$ cat src/rtl/fan_seq_pkg.sv
// Shared types for the fan fail-safe sequencer.
// Assumes: nothing beyond the synthesizable subset.
package fan_seq_pkg;

    typedef enum logic [2:0] {
        SEQ_CHECK     = 3'd0,  // one-cycle power-on rail check
        SEQ_WAIT_UP   = 3'd1,  // rail up, countdown running
        SEQ_WAIT_DOWN = 3'd2,  // rail down, waiting for host
        SEQ_FORCED    = 3'd3,  // countdown ended, fans full
        SEQ_NORMAL    = 3'd4   // defaults loaded, host in control
    } seq_state_e;

endpackage

$ cat src/rtl/fs_countdown.sv
// Fail-safe countdown. Holds the reload value while run is low, and counts
// down while run is high. done is high during the last counting cycle, so
// run stays high for exactly TICKS cycles before done.
// Assumes: TICKS >= 2.
module fs_countdown #(
    parameter longint unsigned TICKS = 64'd20
) (
    input  logic clk,
    input  logic rst_n,
    input  logic run,
    output logic done
);
    localparam int CW = $clog2(TICKS + 64'd1);
    localparam logic [CW-1:0] RELOAD = CW'(TICKS - 64'd1);

    logic [CW-1:0] cnt;

    // Reload while idle, count down while running, stop at zero.
    always_ff @(posedge clk) begin
        if (!rst_n) begin
            cnt <= RELOAD;
        end else if (!run) begin
            cnt <= RELOAD;
        end else if (cnt != '0) begin
            cnt <= cnt - CW'(1);
        end
    end

    // Expiry flag for the sequencer.
    always_comb done = run && (cnt == '0);

endmodule

$ cat src/rtl/fs_boot_fsm.sv
// Power-on sequencer. It checks the core rail once after reset and then
// waits for the host, with or without a deadline. It forces the fans to
// full speed when the deadline passes and enters normal operation on the
// first addressed transaction. Fan commands are decoded from the state and
// the variant strap.
// Assumes: bus_hit is a one-cycle pulse; timer_done comes from fs_countdown.
module fs_boot_fsm
    import fan_seq_pkg::*;
(
    input  logic clk,
    input  logic rst_n,
    input  logic rail_good,
    input  logic bus_hit,
    input  logic spin_strap,
    input  logic timer_done,
    output logic timer_run,
    output logic fans_full,
    output logic fans_off,
    output logic norm
);
    seq_state_e state, state_nxt;
    logic       pre_normal;

    // State register, back to the rail check on reset.
    always_ff @(posedge clk) begin
        if (!rst_n) state <= SEQ_CHECK;
        else        state <= state_nxt;
    end

    // Next state: a transaction beats both the timeout and the rail rising.
    always_comb begin
        state_nxt = state;
        case (state)
            SEQ_CHECK:     state_nxt = rail_good ? SEQ_WAIT_UP : SEQ_WAIT_DOWN;
            SEQ_WAIT_UP:   if (bus_hit)         state_nxt = SEQ_NORMAL;
                           else if (timer_done) state_nxt = SEQ_FORCED;
            SEQ_WAIT_DOWN: if (bus_hit)        state_nxt = SEQ_NORMAL;
                           else if (rail_good) state_nxt = SEQ_WAIT_UP;
            SEQ_FORCED:    if (bus_hit)        state_nxt = SEQ_NORMAL;
            SEQ_NORMAL:    state_nxt = SEQ_NORMAL;
            default:       state_nxt = SEQ_CHECK;
        endcase
    end

    // Output decode for the fan commands and the countdown.
    always_comb begin
        pre_normal = (state == SEQ_CHECK) || (state == SEQ_WAIT_UP) ||
                     (state == SEQ_WAIT_DOWN);
        timer_run  = (state == SEQ_WAIT_UP);
        fans_full  = (state == SEQ_FORCED) || (pre_normal && spin_strap);
        fans_off   = pre_normal && !spin_strap;
        norm       = (state == SEQ_NORMAL);
    end

endmodule

$ cat src/rtl/fs_lowrail_guard.sv
// Low-rail guard. Keeps a sticky status bit for the core rail being under its
// low limit, gates the alert request with its enable, and removes the thermal
// monitoring enables while the rail is low. The timer enable is a count
// enable, so the timer keeps its value.
// Assumes: rail_low is already synchronous to clk.
module fs_lowrail_guard (
    input  logic clk,
    input  logic rst_n,
    input  logic rail_low,
    input  logic alert_en,
    input  logic sts_clr,
    output logic sts,
    output logic alert_req,
    output logic mon_en,
    output logic tmr_en,
    output logic tmin_en,
    output logic shdn_en
);
    logic low_q;

    // Sticky status: a set beats a clear in the same cycle.
    always_ff @(posedge clk) begin
        if (!rst_n)        sts <= 1'b0;
        else if (rail_low) sts <= 1'b1;
        else if (sts_clr)  sts <= 1'b0;
    end

    // Registered copy of the low-rail flag that drives the enables.
    always_ff @(posedge clk) begin
        if (!rst_n) low_q <= 1'b0;
        else        low_q <= rail_low;
    end

    // Enables and alert level.
    always_comb begin
        mon_en    = !low_q;
        tmr_en    = !low_q;
        tmin_en   = !low_q;
        shdn_en   = !low_q;
        alert_req = sts && alert_en;
    end

endmodule

$ cat src/rtl/fan_failsafe_seq.sv
// Top of the fan fail-safe sequencer. It joins the countdown, the power-on
// sequencer and the low-rail guard. The timeout in cycles comes from the
// clock frequency and the timeout in milliseconds.
// Assumes: all inputs synchronous to clk; CLK_HZ*TIMEOUT_MS/1000 >= 2.
module fan_failsafe_seq #(
    parameter int unsigned CLK_HZ     = 100_000_000,
    parameter int unsigned TIMEOUT_MS = 4600
) (
    input  logic clk,
    input  logic rst_n,
    input  logic rail_good_i,
    input  logic rail_low_i,
    input  logic bus_hit_i,
    input  logic spin_at_boot_i,
    input  logic alert_en_i,
    input  logic status_clr_i,
    output logic fans_full_o,
    output logic fans_off_o,
    output logic defaults_norm_o,
    output logic low_rail_sts_o,
    output logic alert_req_o,
    output logic therm_mon_en_o,
    output logic therm_tmr_en_o,
    output logic dyn_tmin_en_o,
    output logic shutdown_en_o
);
    localparam longint unsigned TICKS =
        (64'(CLK_HZ) * 64'(TIMEOUT_MS)) / 64'd1000;

    logic t_run;
    logic t_done;

    fs_countdown #(.TICKS(TICKS)) u_count (
        .clk   (clk),
        .rst_n (rst_n),
        .run   (t_run),
        .done  (t_done)
    );

    fs_boot_fsm u_fsm (
        .clk        (clk),
        .rst_n      (rst_n),
        .rail_good  (rail_good_i),
        .bus_hit    (bus_hit_i),
        .spin_strap (spin_at_boot_i),
        .timer_done (t_done),
        .timer_run  (t_run),
        .fans_full  (fans_full_o),
        .fans_off   (fans_off_o),
        .norm       (defaults_norm_o)
    );

    fs_lowrail_guard u_guard (
        .clk       (clk),
        .rst_n     (rst_n),
        .rail_low  (rail_low_i),
        .alert_en  (alert_en_i),
        .sts_clr   (status_clr_i),
        .sts       (low_rail_sts_o),
        .alert_req (alert_req_o),
        .mon_en    (therm_mon_en_o),
        .tmr_en    (therm_tmr_en_o),
        .tmin_en   (dyn_tmin_en_o),
        .shdn_en   (shutdown_en_o)
    );

endmodule

$ cat config.mk
export PLATFORM = sky130hd
export DESIGN_NAME = fan_failsafe_seq
export DESIGN_NICKNAME = d
export VERILOG_FILES = /design/src/rtl/fan_seq_pkg.sv /design/src/rtl/fs_countdown.sv /design/src/rtl/fs_boot_fsm.sv /design/src/rtl/fs_lowrail_guard.sv /design/src/rtl/fan_failsafe_seq.sv
export SDC_FILE = /design/constraint.sdc
export NUM_CORES = 1
export LEC_CHECK = 0
export ABC_AREA = 1
export BUFFER_PORTS_ARGS = -buffer_cell sky130_fd_sc_hd__buf_4
export CAP_MARGIN = 20
export CORE_ASPECT_RATIO = 2
export CORE_MARGIN = 10
export CORE_UTILIZATION = 30
export DETAILED_ROUTE_END_ITERATION = 10
export PLACE_DENSITY = 0.52
export SLEW_MARGIN = 20
export SYNTH_ARGS = -nofsm -noshare
export SYNTH_HDL_FRONTEND = slang
export SYNTH_HIERARCHICAL = 1
export SYNTH_SLANG_ARGS = --single-unit
$ cat constraint.sdc
create_clock -name clk -period 5.2 [get_ports clk]
set_input_delay 1.04 -clock clk [delete_from_list [all_inputs] [get_ports clk]]
set_output_delay 1.04 -clock clk [all_outputs]
set_load 0.01 [all_outputs]
After elaboration in Yosys (flattened, before gate mapping)

Index checks and enable logic that the tools add are counted.

Add/subtract/negate cells: 1
Multipliers: 0
Div/mod/pow operators: 0
$lt $le $gt $ge: 0
Equality and inequality tests: 7
Shifts and indexed selects: 0
Multiplexer cells: 9
Bitwise gates (word level): 0
Reduce and logical (&&, ||, !) cells: 15

Operator list:

| cell                                                 | number |
|---|---|
| zero test 29 bit                                     | 1 |
| nonzero test 29 bit                                  | 1 |
| subtractor 29 x 1 -> 29 bit (second input constant)  | 1 |
| two-way mux 3 bit                                    | 5 |
| case mux 3 bit (5 select lines)                      | 1 |
| equality test 3 x 2 -> 1 bit (second input constant) | 2 |
| != test 3 bit (second input constant)                | 2 |
| logical AND 1 bit                                    | 4 |
| equality test 3 x 1 -> 1 bit (second input constant) | 1 |
| equality test 3 bit (second input constant)          | 1 |
| zero test 3 bit                                      | 1 |
| logical OR 1 bit                                     | 3 |
| AND reduction 3 bit                                  | 1 |
| zero test 1 bit                                      | 2 |
| two-way mux 1 bit                                    | 2 |
| two-way mux 2 bit                                    | 1 |
| != test 2 bit (second input constant)                | 1 |
| AND reduction 2 bit                                  | 1 |
| nonzero test 2 bit                                   | 1 |

Bits in registers: 34
Bits in latches: 0
Memory bits (writable): 0
Bits in read-only memories: 0
Input bits: 8
Output and inout port bits: 9
Word-level logic and storage cells: 36
Memories: 0

Depth between registers and ports, before layout

Depth after elaboration: 5
Depth in mapped cells: 13
Gate-level depth less buffers: 12

By module

Netlist, hierarchy kept.

By module, submodules not included:

| module           | times used | cells an instance | area an instance (um2) | seq. area each (um2) |
|---|---|---|---|---|
| fs_countdown     | 1          | 247               | 1599.0                 | 580.6 |
| fs_boot_fsm      | 1          | 41                | 241.5                  | 60.1 |
| fs_lowrail_guard | 1          | 13                | 93.8                   | 40.0 |

Least setup slack after synthesis

Ideal clock, no wire load.

Kind: in2out
Start: input port spin_at_boot_i
End: output port fans_full_o
Data arrival time: 1.282 ns
Required time: 4.160 ns
Path slack: 2.878 ns
Cell stages on the path: 2
Path buffers: 0
Cell sequence: inv_1 a21oi_1

Longest elaborated chain between the ends: 2

RTL lines:

| element           | line                   | source |
|---|---|---|
| start, declared   | fan_failsafe_seq.sv:14 | `input logic spin_at_boot_i,` |
| logical AND 1 bit | fs_boot_fsm.sv:50      | `fans_full = (state == SEQ_FORCED) \|\| (pre_normal && spin_strap);` |
| logical OR 1 bit  | fs_boot_fsm.sv:50      |  |
| end, declared     | fan_failsafe_seq.sv:17 | `output logic fans_full_o,` |

Every way passes these cells.

Worst setup path in the final report

Ends and elaborated chain as after synthesis.

==> summary.txt <==
Worst slew margin - 51.24%
Initial antenna violation count - 0
PortBufs - 16
Final Hold Fails - 0
CP Cell Sequence - buf_4, inv_1, a21oi_1, buf_4
DP Wirelength - 4130 um
Die Area - 10,250 um^2
Post-synthesis register bit count - 34
Mapped Nets - 310
Clock Skews - 2.456 ps
Power Density - 317.3 nW/um^2
Routed WL - 5098 um
Largest net degree at the start of global routing - 23
Yosys warning count - 6
P_int - 0.5325 mW
CTS tree - built
Ant. Diodes - 0
Startpoint types - input port
First-pass GRT wire length - 8700 um
Share of layout cells above drive strength 1 - 14.78%
Nets - 326
Crit Path Max Fanout - 2
Leakage - 0.8901 nW
# IOs - 17
FILL cells - 703
Crit path kind - in2out
Worst Hold Path EP - u_count/cnt[28]$_SDFFE_PN1P_
Logic pwr share - 14.3%
Core Box Area - 6310 um^2
Clk buf depth - 2
Setup Fix Bufs, Post-CTS - 0
Die Span Y - 133.6 um
Sw power - 0.1913 mW
Die W - 76.78 um
Register area share after synthesis - 35.19%
Clock insertion delay at the later pin of the skew report - 280 ps
Min cycle time layout - 2461 ps
Pins Over Slew Limit - 0
TNS Setup - 0 ps
Yosys cell types - 27
HP Start - u_count/cnt[28]$_SDFFE_PN1P_
CTS Sinks - 34
Most common cell on crit path - buf_4
Setup violators final - 0
Vias per cell - 4.604
Worst R2R Path Depth - 12
Crit path DAT - 1420 ps
Most common cell after layout, fill and taps aside - nand2_1
Routed vias - 1,860
R2R Path Start - u_count/cnt[0]$_SDFFE_PN1P_
GRT Total Usage - 10.67%
Status - finished, final reports clean
FF-to-FF End - u_fsm/state[0]$_SDFFE_PN0P_
Min-Delay Path Depth - 2
RSZ-0062 raised after global routing - no
Number of synthesized flops with an enable pin - 0
Initial DRC Count - 88
Clk pin slew, worst setup/hold paths - 50 ps
R2R setup slack - 3070 ps
Power share of the clock group - 46.3%
Max_cap viols - 0
Pwr Total - 0.7239 mW
Cells after synthesis - 301
CP required - 4160 ps
Cts bufs inserted - 5
DRC viols - 0
Layout area overhead - 17.92%
Slowest-stage cell, CP - buf_4
First-pass DRT Iterations - 4
Fin crit share - 47.33%
Hold-fix buffers, CTS - 0
Root buffer cell - clkbuf_16
Wire per inst - 12.62 um
Slew @ Worst Pin - 729.7 ps
Most frequent cells in the layout - 80 x nand2_1, 65 x nor2_1, 34 x dfxtp_1, 23 x inv_1, 17 x nand3_1
Worst vdd ir - 0.1296 mV
Post-synthesis async set-or-reset flop share - 0%
Critical path endpoint category - output pin
Starting density of the core - 30.66%
HP Class - reg2reg
# rows - 41
Cell Area, Synth - 1934 um^2
Antenna-violating nets left - 0
Prevailing post-synth register cell - dfxtp_1
Total gr overflow - 0
Vias in the first global route - 1,840
Avg Cell Area, Syn - 6.426 um^2
Flop pwr share - 39.4%
CTS resizes - 0
Final GP Congestion - 0.9072
CTS H-tree lvls - 2
Maximum clock rate - 406.3 MHz
Max stage delay on crit path - 140 ps
Fraction of power spent switching nets - 26.43%
-- final cells by class --
| cell class | count | area [um^2] | share of cell area (%) |
|---|---|---|---|
| Clock buffer | 5 | 125.1 | 5.485 |
| Clock inverter | 3 | 40.04 | 1.755 |
| Inverter | 28 | 105.1 | 4.608 |
| Multi-Input combinational cell | 232 | 1102 | 48.33 |
| Sequential cell | 34 | 680.7 | 29.84 |
| Tap cell | 86 | 107.6 | 4.717 |
| Timing Repair Buffer | 16 | 120.1 | 5.266 |
-- synth_stat cells, types with 3 or more instances --
library cell   n  area share [%]
nand2_2        6             1.9
nand3_1       17             4.4
a21oi_1       12             3.1
inv_2          4            0.78
xnor2_1        6             2.7
dfxtp_1       34              35
o21ai_0        9             2.3
o31ai_1        4             1.6
nand4_1        8             2.6
xor2_1         3             1.4
buf_4          3             1.2
nor2_4         4             2.3
nand2_1       80              16
nor2_2         7             2.3
inv_1         23             4.5
nor2_1        65              13
nand3b_1       3             1.2
-- logic make-up after synthesis --
logic type / Yosys count / share of synthesized area [%]
and+or+nand+nor: 194 / 44.37
adders and majority gates: 1 / 0.6467
xor gates and xnor gates: 9 / 4.075
DFF: 34 / 35.19
buffers and inverters: 35 / 7.826
AOI/OAI and AO/OA: 28 / 7.892
-- routing by layer --
metal / GRT usage, % / part of all wire [%] / vias up
li1: - / - / 991
met1: 9.327 / 37 / 820
met2: 20.74 / 55 / 38
met3: 2.493 / 4.5 / 11
met4: 6.757 / 3.7 / 0
met5: 0 / 0 / -
-- sequential cells by signal, indices dropped and copies added, names as in the netlist --
register,flops
u_fsm/state,3
u_guard/low_q,1
u_count/cnt,29
u_guard/sts,1
-- stage by stage --
| step | util [%] | setup WS [ps] | cell area, um^2 | hold WS (ps) | instances |
|---|---|---|---|---|---|
| after global placement | 33.53 | 2663 | 2116 | 464.5 | 396 |
| after detailed placement | 33.53 | 2638 | 2116 | 453.6 | 396 |
| after CTS | 36.15 | 2727 | 2281 | 467.6 | 404 |
| after global routing | 36.15 | 2707 | 2281 | 511.6 | 404 |
| after floorplan | - | 2878 | 1934 | 436.7 | 301 |
| final | 36.15 | 2739 | 2281 | 463.5 | 404 |
-- power groups by stage --
stage	clock network (mW)	logic, mW	registers (mW)
CTS	0.345	0.105	0.285
finish	0.335	0.103	0.285
global placement	0	0.105	0.291
global route	0.359	0.118	0.287
detailed placement	0	0.105	0.291
floorplan	0	0.0730	0.289
-- worst max-delay path, delay by kind of cell --
| family | cells | cell delay, ps |
|---|---|---|
| compound gates | 1 | 130 |
| buf+inv | 3 | 250 |
-- how the worst max path moves through the flow --
stage | startpoint | endpoint | slack (ps) | cells past startpoint
finish | spin_at_boot_i | fans_full_o | 2740 | 4
global route | spin_at_boot_i | fans_full_o | 2710 | 4
CTS | spin_at_boot_i | fans_full_o | 2730 | 4
detailed placement | rst_n | u_count/cnt[13]$_SDFFE_PN0P_ | 2640 | 5
global placement | rst_n | u_count/cnt[13]$_SDFFE_PN0P_ | 2660 | 5
floorplan | spin_at_boot_i | fans_full_o | 2880 | 2
(Power assumes the default switching activity.)
